`src/rtl/gclk_pkg.sv`:
```
package gclk_pkg;
  localparam int GCLK_SEL_W = 3;
  localparam int GCLK_DIV_W = 8;

  typedef struct packed {
    logic                  en;
    logic [GCLK_SEL_W-1:0] sel;
    logic [GCLK_DIV_W-1:0] div;
  } gclk_cfg_t;
endpackage

```
`src/rtl/gclk_src_sel.sv`:
```
module gclk_src_sel
  import gclk_pkg::*;
#(
  parameter int NUM_SRC = 6
) (
  input  logic [NUM_SRC-1:0]    src_tick,
  input  logic [GCLK_SEL_W-1:0] sel,
  output logic                  sel_tick
);
  logic [NUM_SRC-1:0] hit;

  for (genvar g = 0; g < NUM_SRC; g++) begin : g_hit
    assign hit[g] = src_tick[g] && (sel == GCLK_SEL_W'(g));
  end

  assign sel_tick = |hit;
endmodule

```
`src/rtl/gclk_cfg.sv`:
```
module gclk_cfg
  import gclk_pkg::*;
#(
  parameter bit BYPASS = 1'b0
) (
  input  logic      clk,
  input  logic      rst_n,
  input  gclk_cfg_t boot_cfg,
  input  logic      load,
  input  gclk_cfg_t req_cfg,
  output gclk_cfg_t cur_cfg,
  output logic      take,
  output logic      err
);
  gclk_cfg_t cfg_q, cfg_d;
  logic      booted_q, booted_d;
  logic      err_q, err_d;
  logic      take_d;

  always_comb begin
    cfg_d    = cfg_q;
    err_d    = err_q;
    booted_d = booted_q;
    take_d   = 1'b0;
    if (!booted_q) begin
      cfg_d    = boot_cfg;
      booted_d = 1'b1;
      take_d   = 1'b1;
    end else if (load) begin
      if (BYPASS) begin
        cfg_d.sel = req_cfg.sel;
        take_d    = 1'b1;
      end else if (!cfg_q.en) begin
        cfg_d  = req_cfg;
        take_d = 1'b1;
      end else if (!req_cfg.en) begin
        cfg_d.en = 1'b0;
        take_d   = 1'b1;
      end else begin
        err_d = 1'b1;
      end
    end
  end

  always_ff @(posedge clk or negedge rst_n) begin
    if (!rst_n) begin
      cfg_q    <= '0;
      booted_q <= 1'b0;
      err_q    <= 1'b0;
    end else begin
      cfg_q    <= cfg_d;
      booted_q <= booted_d;
      err_q    <= err_d;
    end
  end

  assign cur_cfg = cfg_q;
  assign take    = take_d;
  assign err     = err_q;

  // a refused load leaves the active setting untouched and flags it
  assert_busy_load_ignored_R8: assert property (@(posedge clk) disable iff (!rst_n)
    (!BYPASS && booted_q && load && cfg_q.en && req_cfg.en)
      |=> ($stable(cfg_q) && err_q));

  assert_err_sticky_R8: assert property (@(posedge clk) disable iff (!rst_n)
    err_q |=> err_q);

  // switching off while running keeps select and divider
  assert_off_keeps_cfg_R9: assert property (@(posedge clk) disable iff (!rst_n)
    (!BYPASS && booted_q && load && cfg_q.en && !req_cfg.en)
      |=> (!cfg_q.en && $stable(cfg_q.sel) && $stable(cfg_q.div) && $stable(err_q)));
endmodule

```
`src/rtl/gclk_div.sv`:
```
module gclk_div
  import gclk_pkg::*;
(
  input  logic                  clk,
  input  logic                  rst_n,
  input  logic                  en,
  input  logic                  clr,
  input  logic                  tick,
  input  logic [GCLK_DIV_W-1:0] div_val,
  output logic                  out_tick
);
  logic [GCLK_DIV_W-1:0] cnt_q, cnt_d;
  logic                  at_end;

  assign at_end = (cnt_q == div_val);

  always_comb begin
    cnt_d = cnt_q;
    if (!en || clr) begin
      cnt_d = '0;
    end else if (tick) begin
      cnt_d = at_end ? '0 : cnt_q + 1'b1;
    end
  end

  always_ff @(posedge clk or negedge rst_n) begin
    if (!rst_n) cnt_q <= '0;
    else        cnt_q <= cnt_d;
  end

  assign out_tick = en && tick && at_end;

  // counting always starts from zero when the output comes on
  assert_restart_R6: assert property (@(posedge clk) disable iff (!rst_n)
    $rose(en) |-> (cnt_q == '0));

  // the count never runs past the programmed terminal value
  assert_cnt_range_R3: assert property (@(posedge clk) disable iff (!rst_n)
    en |-> (cnt_q <= div_val));
endmodule

```
`src/rtl/gclk_gen.sv`:
```
module gclk_gen
  import gclk_pkg::*;
#(
  parameter int NUM_SRC      = 6,
  parameter int SLOT_ID      = 5,
  parameter int BYPASS_BELOW = 2
) (
  input  logic                  clk,
  input  logic                  rst_n,
  input  logic [NUM_SRC-1:0]    src_tick,
  input  logic [GCLK_SEL_W-1:0] boot_sel,
  input  logic [GCLK_DIV_W-1:0] boot_div,
  input  logic                  boot_en,
  input  logic                  cfg_load,
  input  logic [GCLK_SEL_W-1:0] cfg_sel,
  input  logic [GCLK_DIV_W-1:0] cfg_div,
  input  logic                  cfg_en,
  output logic                  gclk_tick,
  output logic                  gclk_enabled,
  output logic                  cfg_err
);
  localparam bit BYPASS = (SLOT_ID < BYPASS_BELOW);
  localparam logic [GCLK_SEL_W-1:0] SEL_LAST = GCLK_SEL_W'(NUM_SRC - 1);

  gclk_cfg_t boot_cfg, req_cfg, cur_cfg;
  logic      take;
  logic      sel_tick;

  assign boot_cfg = '{en: boot_en, sel: boot_sel, div: boot_div};
  assign req_cfg  = '{en: cfg_en,  sel: cfg_sel,  div: cfg_div};

  gclk_cfg #(.BYPASS(BYPASS)) u_cfg (
    .clk      (clk),
    .rst_n    (rst_n),
    .boot_cfg (boot_cfg),
    .load     (cfg_load),
    .req_cfg  (req_cfg),
    .cur_cfg  (cur_cfg),
    .take     (take),
    .err      (cfg_err)
  );

  gclk_src_sel #(.NUM_SRC(NUM_SRC)) u_sel (
    .src_tick (src_tick),
    .sel      (cur_cfg.sel),
    .sel_tick (sel_tick)
  );

  if (BYPASS) begin : g_pass
    assign gclk_tick    = sel_tick;
    assign gclk_enabled = 1'b1;

    // pass-through mode never raises the error flag
    assert_pass_no_err_R11: assert property (@(posedge clk) disable iff (!rst_n)
      !cfg_err);
  end else begin : g_divided
    gclk_div u_div (
      .clk      (clk),
      .rst_n    (rst_n),
      .en       (cur_cfg.en),
      .clr      (take),
      .tick     (sel_tick),
      .div_val  (cur_cfg.div),
      .out_tick (gclk_tick)
    );
    assign gclk_enabled = cur_cfg.en;

    // a gated output is silent
    assert_gated_silent_R5: assert property (@(posedge clk) disable iff (!rst_n)
      !gclk_enabled |-> !gclk_tick);

    // ratio one forwards every selected tick at once
    assert_ratio_one_R4: assert property (@(posedge clk) disable iff (!rst_n)
      (gclk_enabled && cur_cfg.div == '0 && sel_tick) |-> gclk_tick);
  end

  // an output tick always coincides with a tick of the chosen source
  assert_tick_from_source_R1: assert property (@(posedge clk) disable iff (!rst_n)
    gclk_tick |-> ((cur_cfg.sel <= SEL_LAST) && src_tick[cur_cfg.sel]));

  // out-of-range select values produce nothing
  assert_no_tick_bad_sel_R2: assert property (@(posedge clk) disable iff (!rst_n)
    (cur_cfg.sel > SEL_LAST) |-> !gclk_tick);
endmodule

```
`config.mk`:
```
export PLATFORM = sky130hd
export DESIGN_NAME = gclk_gen
export DESIGN_NICKNAME = d
export VERILOG_FILES = /design/src/rtl/gclk_pkg.sv /design/src/rtl/gclk_src_sel.sv /design/src/rtl/gclk_cfg.sv /design/src/rtl/gclk_div.sv /design/src/rtl/gclk_gen.sv
export SDC_FILE = /design/constraint.sdc
export NUM_CORES = 1
export LEC_CHECK = 0
export ABC_AREA = 1
export CORE_ASPECT_RATIO = 1.5
export CORE_MARGIN = 2
export CORE_UTILIZATION = 35
export DETAILED_ROUTE_END_ITERATION = 7
export PLACE_DENSITY = 0.59
export SYNTH_ARGS = -nofsm -noshare
export SYNTH_HDL_FRONTEND = slang
export SYNTH_SLANG_ARGS = --single-unit
```
`constraint.sdc`:
```
create_clock -name clk -period 2.5 [get_ports clk]
set_input_delay 0.5 -clock clk [delete_from_list [all_inputs] [get_ports clk]]
set_output_delay 0.5 -clock clk [all_outputs]
set_load 0.03 [all_outputs]
```
==> impl_metrics.py <==
metrics = {
    "cells_and_area": {
        "finish.cell_count_without_fillers": 259,
        "finalInstanceArea_sq_mm": 0.00177,
        "drive_gt1_frac": 0.0694,
        "areaGrowthSynthToFinish_pct": 34.0,
        "final_core_utilization": 0.485,
        "final_cell_mix": "sky130_fd_sc_hd__nand2_1 (60), sky130_fd_sc_hd__clkdlybuf4s50_1 (34), sky130_fd_sc_hd__inv_1 (22), sky130_fd_sc_hd__dfrtp_1 (22), sky130_fd_sc_hd__nor2_1 (17)",
        "nets": 251,
        "diodes": 0,
        "commonest_non_fill_non_tap_cell_in_the_layout": "sky130_fd_sc_hd__nand2_1",
    },
    "floorplanning": {
        "dieHeight_um": 79.2,
        "initial_utilization": 0.362,
        "floorplan.die_area_sq_mm": 0.00429,
        "std_cell_rows": 27,
        "die_x_um": 54.1,
        "placeable_core_area_sq_mm": 0.00365,
        "boundaryPins": 36,
    },
    "power_and_ir_drop": {
        "seqPwrFrac": 0.480,
        "pwr-share-comb": 0.221,
        "power_per_cell_area_mw_per_mm2": 481,
        "power.ir.vdd_worst_mv": 0.400,
        "clock_share_of_power": 0.299,
        "cell_internal_pwr_mw": 0.618,
        "switching_share": 0.274,
        "power.switching_mw": 0.233,
        "leakage_nw": 0.871,
        "p_total_mw": 0.852,
    },
    "cts": {
        "cts_tree": "built",
        "cts_root_buffer": "sky130_fd_sc_hd__clkbuf_8",
        "clock_insertion_delay_worst_skew_ns": 0.26,
        "worst_setup_hold_path_clk_slew_ns": 0.08,
        "cts_repair_resize_count": 0,
        "clock_tree.buffer_depth": 2,
        "post-cts-setup-buffers": 0,
        "post_cts_hold_buffer_count": 0,
        "numCtsBuffers": 3,
        "htree_num_levels": 1,
        "clock-sinks": 22,
    },
    "route": {
        "drt_iter0_markers": 27,
        "routed_wire_length_per_instance_um": 11.2,
        "detail_route.first_pass.iterations": 4,
        "routed-via-count": 1227,
        "antenna_violating_nets_post_route": 0,
        "route.detailed.vias_per_inst": 4.74,
        "drc": 0,
        "total_length_of_routed_wires_um": 2890,
    },
    "yosys": {
        "syn_area_sq_mm": 0.00132,
        "synth_warnings": 0,
        "synth.ff_latch_count": 22,
        "synth_edf_count": 0,
        "synth_ff_type": "sky130_fd_sc_hd__dfrtp_1",
        "async_reset_ff_frac": 1.00,
        "synthesis.area_per_instance_sq_um": 7.33,
        "seq_area_frac_synth": 0.417,
        "mappedNetlistNets": 214,
        "syn-instance-count": 180,
        "synth.lib_cells_used.distinct": 25,
    },
    "critical_path": {
        "timing.critical_path.arrival_ns": 1.57,
        "timing.critical_path.slowest_cell_delay_ns": 0.47,
        "worst_setup_path_start_kind": "primary input",
        "crit_path_cell_trace": "clkdlybuf4s50_1 > inv_1 > nand2_1 > nand3_1 > nand2_1 > nand2_2 > a21oi_1 > buf_4",
        "slowest_stage": "sky130_fd_sc_hd__clkdlybuf4s50_1",
        "critPathCaptureType": "output port",
        "worst_path_class_setup": "in -> out",
        "critical_path.most_common_cell": "sky130_fd_sc_hd__nand2_1",
        "worst_ep_required_time_ns": 2.00,
        "critPathMaxFanout": 2,
    },
    "sta": {
        "slew_viol_final": 0,
        "finalCritPeriodShare": 0.827,
        "unrepaired_setup_endpoints_after_global_routing": "false",
        "clock.fmax_ghz": 0.484,
        "fin_tns_setup_ns": 0,
        "time_the_worst_path_needs_with_i_o_delays_and_setup_ns": 2.07,
        "final_critical_path_setup_slack_ns": 0.432,
        "fin_worst_skew_ns": 0.000912,
        "hold_slack_ns": 0.500,
        "finalHoldViolCount": 0,
        "finalSetupViolations": 0,
    },
    "hold_path": {
        "hp-class": "reg -> reg",
    },
    "global_routing": {
        "gr-total-overflow": 0,
        "grt_first_pass_wirelength_um": 4910,
        "vias_in_the_first_global_route": 1132,
        "grt_antenna_before_repair": 0,
        "grt_util_all_layers": 0.153,
        "maximum_number_of_pins_on_one_net_before_global_route_repair": 23,
    },
    "placement": {
        "portBuffers": 35,
        "dp.cells": 255,
        "place_congestion": 0.809,
        "dp_hpwl_um": 2350,
        "placed_area_sq_mm": 0.00171,
        "detailedPlace.worstSlack_ns": 0.420,
    },
    "run_status": {
        "outcome": "completed",
    },
    "run": {
        "drv_cap": 0,
    },
}
-- worst paths after layout --
| kind | startpoint | end | slack, ns | cells after the start |
|---|---|---|---|---|
| min in group asynchronous | rst_n | u_cfg.cur_cfg[11]$_DFFE_PN0P_ | 0.59 | 2 |
| hold reg to reg | u_cfg.err$_DFFE_PN0P_ | u_cfg.err$_DFFE_PN0P_ | 0.50 | 1 |
| setup reg to reg | u_cfg.booted_q$_DFF_PN0_ | g_divided.u_div.cnt_q[7]$_DFFE_PN0P_ | 1.16 | 6 |
| setup / recovery | src_tick[1] | gclk_tick | 0.43 | 8 |
| hold / removal | u_cfg.err$_DFFE_PN0P_ | u_cfg.err$_DFFE_PN0P_ | 0.50 | 1 |
| max in group asynchronous | rst_n | g_divided.u_div.cnt_q[0]$_DFFE_PN0P_ | 1.68 | 2 |
-- power groups by stage --
stage                     clock network (mW)  logic [mW]  registers (mW)
after floorplan                            0       0.103           0.414
after global placement                     0       0.185           0.414
after detailed placement                   0       0.191           0.417
after CTS                              0.267       0.191           0.409
after global routing                   0.280       0.211           0.413
final                                  0.254       0.188           0.409
-- metal layers --
layer	GRT usage	wire length (um)	vias to the layer above
li1	-	-	650
met1	0.174	1210	551
met2	0.269	1530	21
met3	0.0113	71	5
met4	0.0825	71	0
met5	0	0	-
-- worst max-delay path: cells and delay by family --
kind / cells / cell delay [ns]
buffers and inverters: 3 / 0.68
and+or+nand+nor: 4 / 0.27
AOI/OAI and AO/OA: 1 / 0.13
-- cell usage after synthesis, types with 2 or more instances --
| library cell | number | share of area |
|---|---|---|
| sky130_fd_sc_hd__a31oi_1 | 11 | 0.052 |
| sky130_fd_sc_hd__buf_2 | 3 | 0.011 |
| sky130_fd_sc_hd__inv_1 | 22 | 0.063 |
| sky130_fd_sc_hd__dfrtp_1 | 22 | 0.42 |
| sky130_fd_sc_hd__inv_2 | 2 | 0.0057 |
| sky130_fd_sc_hd__xnor2_1 | 6 | 0.040 |
| sky130_fd_sc_hd__nor2_1 | 17 | 0.048 |
| sky130_fd_sc_hd__clkbuf_1 | 2 | 0.0057 |
| sky130_fd_sc_hd__nand3_1 | 6 | 0.023 |
| sky130_fd_sc_hd__nand2_2 | 2 | 0.0095 |
| sky130_fd_sc_hd__nand2_1 | 60 | 0.17 |
| sky130_fd_sc_hd__o21bai_1 | 2 | 0.011 |
| sky130_fd_sc_hd__nand4_1 | 11 | 0.052 |
| sky130_fd_sc_hd__xor2_1 | 2 | 0.013 |
| sky130_fd_sc_hd__o21ai_0 | 2 | 0.0076 |
-- cell type report --
class,instances,area [sq um]
multi-input cells,129,657
fillers,388,1880
well taps,43,53.8
repair buffers,37,363
flip-flops and latches,22,551
clock buffers,4,55.1
inverters,24,90.1
-- state kept, by name, indices dropped and copies added, names as in the netlist --
register	cells
u_cfg.err	1
g_divided.u_div.cnt_q	8
u_cfg.cur_cfg	12
u_cfg.booted_q	1
-- cell families (layout without fill, tap and decap cells) --
family | Yosys count | count (layout) | synth area share
XOR/XNOR | 8 | 8 | 0.0531
AND/OR/NAND/NOR | 99 | 99 | 0.332
AO/OA/AOI/OAI | 20 | 20 | 0.100
flip-flops | 22 | 22 | 0.417
adder cells (fa/ha/maj) | 1 | 1 | 0.00948
buffers and inverters | 29 | 65 | 0.0853
other | 1 | 1 | 0.00284
No activity file was read; power rests on OpenSTA's default activity.
